**src/rtl/ser3w_pkg.sv**
```systemverilog
package ser3w_pkg;
   // line bundle after synchronisation
   typedef struct packed {
      logic en;
      logic sck;
      logic sd;
   } ser3w_lines_t;

   localparam int LINES_W = $bits(ser3w_lines_t);
endpackage

```
**src/rtl/ser3w_sync.sv**
```systemverilog
module ser3w_sync #(
   parameter int WIDTH  = 3,
   parameter int STAGES = 2
) (
   input  logic             clk,
   input  logic             rst_n,
   input  logic [WIDTH-1:0] d_async,
   output logic [WIDTH-1:0] d_sync
);
   if (STAGES < 2) begin : g_bad_stages
      $error("ser3w_sync: STAGES must be at least 2");
   end

   logic [WIDTH-1:0] chain [STAGES];

   for (genvar s = 0; s < STAGES; s++) begin : g_stage
      always_ff @(posedge clk or negedge rst_n) begin
         if (!rst_n) chain[s] <= '0;
         else if (s == 0) chain[s] <= d_async;
         else chain[s] <= chain[(s == 0) ? 0 : s-1];
      end
   end

   assign d_sync = chain[STAGES-1];
endmodule

```
**src/rtl/ser3w_edge.sv**
```systemverilog
module ser3w_edge
   import ser3w_pkg::*;
(
   input  logic         clk,
   input  logic         rst_n,
   input  ser3w_lines_t lines,
   output logic         en_lvl,
   output logic         en_rise,
   output logic         sck_rise,
   output logic         sd_bit
);
   logic en_d, sck_d;

   always_ff @(posedge clk or negedge rst_n) begin
      if (!rst_n) begin
         en_d  <= 1'b0;
         sck_d <= 1'b0;
      end else begin
         en_d  <= lines.en;
         sck_d <= lines.sck;
      end
   end

   assign en_lvl   = lines.en;
   assign en_rise  = lines.en & ~en_d;
   assign sck_rise = lines.sck & ~sck_d;
   assign sd_bit   = lines.sd;
endmodule

```
**src/rtl/ser3w_shift.sv**
```systemverilog
module ser3w_shift #(
   parameter int DATA_W = 8,
   localparam int CNT_W = (DATA_W > 1) ? $clog2(DATA_W) : 1
) (
   input  logic              clk,
   input  logic              rst_n,
   input  logic              en_lvl,
   input  logic              en_rise,
   input  logic              sck_rise,
   input  logic              sd_bit,
   output logic [DATA_W-1:0] byte_q,
   output logic              vld_q,
   output logic [CNT_W-1:0]  cnt_q
);
   localparam logic [CNT_W-1:0] LAST = CNT_W'(DATA_W - 1);

   logic [DATA_W-1:0] sh_q;
   logic [DATA_W-1:0] sh_nxt;

   // least significant bit arrives first: shift toward bit 0
   assign sh_nxt = {sd_bit, sh_q[DATA_W-1:1]};

   always_ff @(posedge clk or negedge rst_n) begin
      if (!rst_n) begin
         sh_q   <= '0;
         cnt_q  <= '0;
         byte_q <= '0;
         vld_q  <= 1'b0;
      end else begin
         vld_q <= 1'b0;
         if (!en_lvl || en_rise) begin
            sh_q  <= '0;
            cnt_q <= '0;
         end else if (sck_rise) begin
            sh_q <= sh_nxt;
            if (cnt_q == LAST) begin
               cnt_q  <= '0;
               byte_q <= sh_nxt;
               vld_q  <= 1'b1;
            end else begin
               cnt_q <= cnt_q + CNT_W'(1);
            end
         end
      end
   end
endmodule

```
**src/rtl/ser3w_rx.sv**
```systemverilog
module ser3w_rx
   import ser3w_pkg::*;
#(
   parameter int DATA_W      = 8,
   parameter int SYNC_STAGES = 2
) (
   input  logic              clk,
   input  logic              rst_n,
   input  logic              cs_en,
   input  logic              sck,
   input  logic              sdin,
   output logic [DATA_W-1:0] rx_byte,
   output logic              rx_vld
);
   localparam int CNT_W = (DATA_W > 1) ? $clog2(DATA_W) : 1;

   if (DATA_W < 2) begin : g_bad_width
      $error("ser3w_rx: DATA_W must be at least 2");
   end

   ser3w_lines_t raw_lines, sync_lines;
   logic en_s, en_rise, sck_rise, sd_bit;
   logic [CNT_W-1:0] bit_cnt;

   assign raw_lines = '{en: cs_en, sck: sck, sd: sdin};

   ser3w_sync #(.WIDTH(LINES_W), .STAGES(SYNC_STAGES)) u_sync (
      .clk     (clk),
      .rst_n   (rst_n),
      .d_async (raw_lines),
      .d_sync  (sync_lines)
   );

   ser3w_edge u_edge (
      .clk      (clk),
      .rst_n    (rst_n),
      .lines    (sync_lines),
      .en_lvl   (en_s),
      .en_rise  (en_rise),
      .sck_rise (sck_rise),
      .sd_bit   (sd_bit)
   );

   ser3w_shift #(.DATA_W(DATA_W)) u_shift (
      .clk      (clk),
      .rst_n    (rst_n),
      .en_lvl   (en_s),
      .en_rise  (en_rise),
      .sck_rise (sck_rise),
      .sd_bit   (sd_bit),
      .byte_q   (rx_byte),
      .vld_q    (rx_vld),
      .cnt_q    (bit_cnt)
   );
endmodule

```
**config.mk**
```make
export PLATFORM = sky130hd
export DESIGN_NAME = ser3w_rx
export DESIGN_NICKNAME = d
export VERILOG_FILES = /design/src/rtl/ser3w_pkg.sv /design/src/rtl/ser3w_sync.sv /design/src/rtl/ser3w_edge.sv /design/src/rtl/ser3w_shift.sv /design/src/rtl/ser3w_rx.sv
export SDC_FILE = /design/constraint.sdc
export NUM_CORES = 1
export LEC_CHECK = 0
export ABC_AREA = 0
export ABC_CLOCK_PERIOD_IN_PS = 4300
export BUFFER_PORTS_ARGS = -buffer_cell sky130_fd_sc_hd__buf_2
export CAP_MARGIN = 20
export CORE_ASPECT_RATIO = 1.1
export CORE_UTILIZATION = 57
export CTS_BUF_LIST = sky130_fd_sc_hd__clkbuf_16
export CTS_CLUSTER_DIAMETER = 40
export CTS_CLUSTER_SIZE = 30
export DETAILED_ROUTE_END_ITERATION = 8
export GPL_TIMING_DRIVEN = 0
export MAX_ROUTING_LAYER = met4
export PLACE_DENSITY = 0.88
export SYNTH_ARGS = -nofsm -noshare
export SYNTH_HDL_FRONTEND = slang
export SYNTH_SLANG_ARGS = --single-unit
```
**constraint.sdc**
```tcl
create_clock -name clk -period 4.3 [get_ports clk]
set_input_delay 0.86 -clock clk [delete_from_list [all_inputs] [get_ports clk]]
set_output_delay 0.86 -clock clk [all_outputs]
set_load 0.05 [all_outputs]
```
== Word-level counts from Yosys, hierarchy flattened ==
Cells that the tools add are included.
Cells by class
  add/subtract/negate cells: 1
  eq/ne operators: 1
  mux-type cells: 8
  bitwise operators: 5
  reduce and logical (&&, ||, !) cells: 4
Operator list (count)
  2-to-1 mux 8 bit: 2
  2-to-1 mux 3 bit: 3
  adder 3 x 1 -> 3 bit, second input constant: 1
  == test 3 bit, second input constant: 1
  2-to-1 mux 1 bit: 3
  NOT 1 bit: 3
  AND reduction 3 bit: 1
  bitwise AND 1 bit: 2
  nonzero test 2 bit: 1
  logical NOT 1 bit: 1
  logical OR 1 bit: 1
Storage, ports and cells
  flip-flop bits (word level): 28
  bits of input ports: 5
  output and inout port bits: 9
  word-level logic and storage cells: 27

== Depth between registers and ports, before layout ==
  depth after elaboration: 5
  gate-level depth with buffers: 4
  depth with buffers taken out: 4

== Modules after synthesis ==
A second synthesis with hierarchy kept.
Second synthesis, totals
  cell total of the unflattened synthesis: 70
  area, all modules: 1044.8 µm²
Modules (own cells, without submodules)
  ser3w_shift: instances 1, cells each 55, area an instance 779.5 µm², sequential area each 475.5 µm²
  ser3w_sync: instances 1, cells each 9, area an instance 172.7 µm², sequential area each 150.1 µm²
  ser3w_edge: instances 1, cells each 6, area an instance 92.6 µm², sequential area each 50.0 µm²

== Worst setup path after synthesis ==
OpenSTA, ideal clock, no wires.
  path kind: reg-to-output
  from: register u_shift.byte_q[0]
  to: output port rx_byte[0]
  data arrival time: 0.597 ns
  required time: 3.440 ns
  setup slack: 2.843 ns
  cell stages (with the launch flop): 1
  buffers on the path: 0
  cell sequence: dfrtp_1
RTL lines
  start, declared: RTL line ser3w_shift.sv:11  | output logic [DATA_W-1:0] byte_q,
  start signal, assigned: RTL line ser3w_shift.sv:38  | byte_q <= sh_nxt;
  end, declared: RTL line ser3w_rx.sv:12  | output logic [DATA_W-1:0] rx_byte,
No word-level cell between the ends.

== Worst setup path after layout ==
  from: register u_shift.byte_q[6]
  to: output port rx_byte[6]
No word-level cell between the ends.

==> Flow_metrics.wiki <==
{| class="wikitable"
! Metric !! Value
|-
| CTS tree || yes
|-
| Top Family by Delay on Critical Path || flip-flops
|-
| # Max-Cap Violations || 0
|-
| Number of detailed-route iterations in the first pass || 4
|-
| TritonCTS buffer count || 3
|-
| Hold-fix buffer count after cts || 0
|-
| Type of the setup path with the least slack || reg -> out
|-
| List of cells traversed by the critical path || buf_2
|-
| Vias after detailed routing || 516
|-
| Launching point of the worst reg2reg path || u_shift.cnt_q[0]
|-
| # IOs || 14
|-
| Largest net degree at the start of global routing || 28
|-
| Seq/Total Area, Yosys || 0.716
|-
| TritonCTS Sinks || 27
|-
| Synth warn || 0
|-
| Crit Path Max Fanout || 2
|-
| Run status || finished, final reports clean
|-
| Peak clock frequency supported by timing || 574 MHz
|-
| Path class of the lowest-slack min-delay path || reg -> reg
|-
| X dimension of the die || 40.8 µm
|-
| Initial antenna violation count || 0
|-
| Crit start category || flop
|-
| Pwr per Cell Area || 429 nW/µm²
|-
| Total leakage power || 0.622 nW
|-
| Aggregate global routing overflow || 0
|-
| Detailed placer's ending HPWL || 901 µm
|-
| Routability congestion estimate from global placement || 0.681
|-
| Row Count || 15
|-
| Via count of the first global-routing pass || 477
|-
| Clock insertion delay at the later pin of the skew report || 0.26 ns
|-
| Post-Syn Area || 943 µm²
|-
| Core region area || 1560 µm²
|-
| Sort of element at the end of the critical path || primary output
|-
| Initial Util || 0.606
|-
| Crit path DAT || 0.88 ns
|-
| Routed wire per std cell || 15.2 µm
|-
| Minimum setup slack in the final design || 2.56 ns
|-
| Fin Hold WS || 0.349 ns
|-
| Tightest slew margin relative to the limit || 0.614
|-
| Instance count of the mapped netlist || 56
|-
| Detail Route Antenna Nets || 0
|-
| Buf/Inv on CP || 1
|-
| Antenna diode count || 0
|-
| Number of nets in the final layout || 81
|-
| Die ar. || 1820 µm²
|-
| Yosys cell types || 13
|-
| DR DRC count || 0
|-
| Fraction of the core area covered by cells at the end of the flow || 0.712
|-
| Syn Nets || 63
|-
| Clock skew after layout || 0.00262 ns
|-
| Number of failing hold endpoints at the final stage || 0
|-
| DRT iter0 DRCs || 5
|-
| Most common library cell in the layout ignoring fill and taps || sky130_fd_sc_hd__dfrtp_1
|-
| Unrepaired setup endpoints after global routing || no
|-
| Vias per Instance || 5.73
|-
| HP Start || u_sync.chain[4]
|-
| Synthesis-stage register bit count || 27
|-
| Share of cells above drive strength 1 || 0.397
|-
| Worst-path clk slew || 0.06 ns
|-
| Post-synthesis area per instance || 16.8 µm²
|-
| Required time of the worst setup path || 3.44 ns
|-
| Tmin final || 1.74 ns
|-
| # port buffers || 13
|-
| Critical-path cell with the highest stage delay || sky130_fd_sc_hd__dfrtp_1
|-
| Chip height || 44.7 µm
|-
| Largest vdd supply drop || 344 µV
|-
| Leading cell types in the layout, fill and taps excluded || sky130_fd_sc_hd__dfrtp_1, sky130_fd_sc_hd__buf_2, sky130_fd_sc_hd__a22o_1, sky130_fd_sc_hd__mux2_2
|-
| Clock root buffer master || sky130_fd_sc_hd__clkbuf_16
|-
| Number of buffers inserted to repair setup after CTS || 0
|-
| Slew at the pin closest to its max-slew limit || 0.580 ns
|-
| Post-Layout Inst Area || 1110 µm²
|-
| DP Area || 1030 µm²
|-
| CTS max path bufs || 2
|-
| Critical Path Max Stage Delay || 0.36 ns
|-
| Clock H-tree levels || 1
|-
| Layout Area Growth over Synthesis || 17.6%
|-
| Final Max Slew Viols || 0
|-
| Detailed Route WL || 1.36 mm
|-
| Number of gates given a new drive strength after cts || 0
|-
| Setup Total Neg Slack || 0 ns
|-
| Launching instance or port of the critical path || u_shift.byte_q[6]
|-
| Wire length of the first global-routing pass || 2.11 mm
|-
| Setup violations, final || 0
|-
| Worst slack at placement || 2.83 ns
|-
| Share of the clock period used by the worst path || 0.405
|-
| FILL cells || 104
|-
| Global Route Usage Sum || 0.187
|}
[Yosys cell counts]
cell type                  n  share of area
sky130_fd_sc_hd__ha_1      2          0.027
sky130_fd_sc_hd__dfrtp_1  27           0.72
sky130_fd_sc_hd__buf_6     1          0.012
sky130_fd_sc_hd__inv_1     3          0.012
sky130_fd_sc_hd__a21oi_2   1         0.0093
sky130_fd_sc_hd__and4b_2   1          0.012
sky130_fd_sc_hd__nor3b_1   1         0.0080
sky130_fd_sc_hd__mux2_2    8          0.095
sky130_fd_sc_hd__a32o_1    1          0.011
sky130_fd_sc_hd__a21o_1    1         0.0080
sky130_fd_sc_hd__nand2_4   1          0.012
sky130_fd_sc_hd__a22o_1    8          0.074
sky130_fd_sc_hd__nand2_1   1         0.0040
[final timing paths]
| check | cells past startpoint | to | slack [ns] |
|---|---|---|---|
| max | 1 | rx_byte[6] | 2.56 |
| min | 0 | u_sync.d_sync[1] | 0.35 |
| max reg2reg | 4 | u_shift.byte_q[2] | 2.84 |
| min reg2reg | 0 | u_sync.d_sync[1] | 0.35 |
| max in group asynchronous | 1 | u_shift.byte_q[3] | 3.32 |
| min in group asynchronous | 1 | u_shift.byte_q[2] | 0.60 |
[power by group]
| group | internal (mW) | switching, mW | total (mW) |
|---|---|---|---|
| sequential | 0.258 | 0.00252 | 0.261 |
| combinational | 0.00316 | 0.00800 | 0.0112 |
| clock | 0.125 | 0.0793 | 0.204 |
[metal layers]
metal,part of all wire,GRT usage
met5,0,-
met4,0.0088,0.120
met3,0.034,0.0452
met2,0.49,0.253
met1,0.47,0.247
[registers in the layout (all words and copies together), names as in the netlist]
name	cells
u_sync.d_sync	3
u_edge.en_d	1
u_shift.byte_q	8
u_edge.sck_d	1
u_shift.vld_q	1
u_sync.chain	3
u_shift.sh_q	7
u_shift.cnt_q	3
[final cells by class]
class / instances / area, µm² / area share
sequential: 27 / 676 / 0.609
multi-input combinational: 25 / 245 / 0.221
clock buffer: 3 / 75.1 / 0.0676
timing repair buffer: 13 / 65.1 / 0.0586
tap: 17 / 21.3 / 0.0192
buffer: 1 / 11.3 / 0.0101
inverter: 3 / 11.3 / 0.0101
clock inverter: 1 / 5.00 / 0.00451
[cell families after synthesis]
kind of cell    Yosys count  synth area share
simple gates              4            0.0358
buf+inv                   4            0.0239
flops                    27             0.716
mux                       8            0.0955
fa+ha+maj                 2            0.0265
compound gates           11             0.102
[per-stage QoR]
step           cells  power, mW
2_1_floorplan     56      0.269
3_3_place_gp      86      0.276
3_5_place_dp      86      0.277
4_1_cts           90      0.481
5_1_grt           90      0.489
6_report          90      0.477
(Power assumes the default switching activity.)
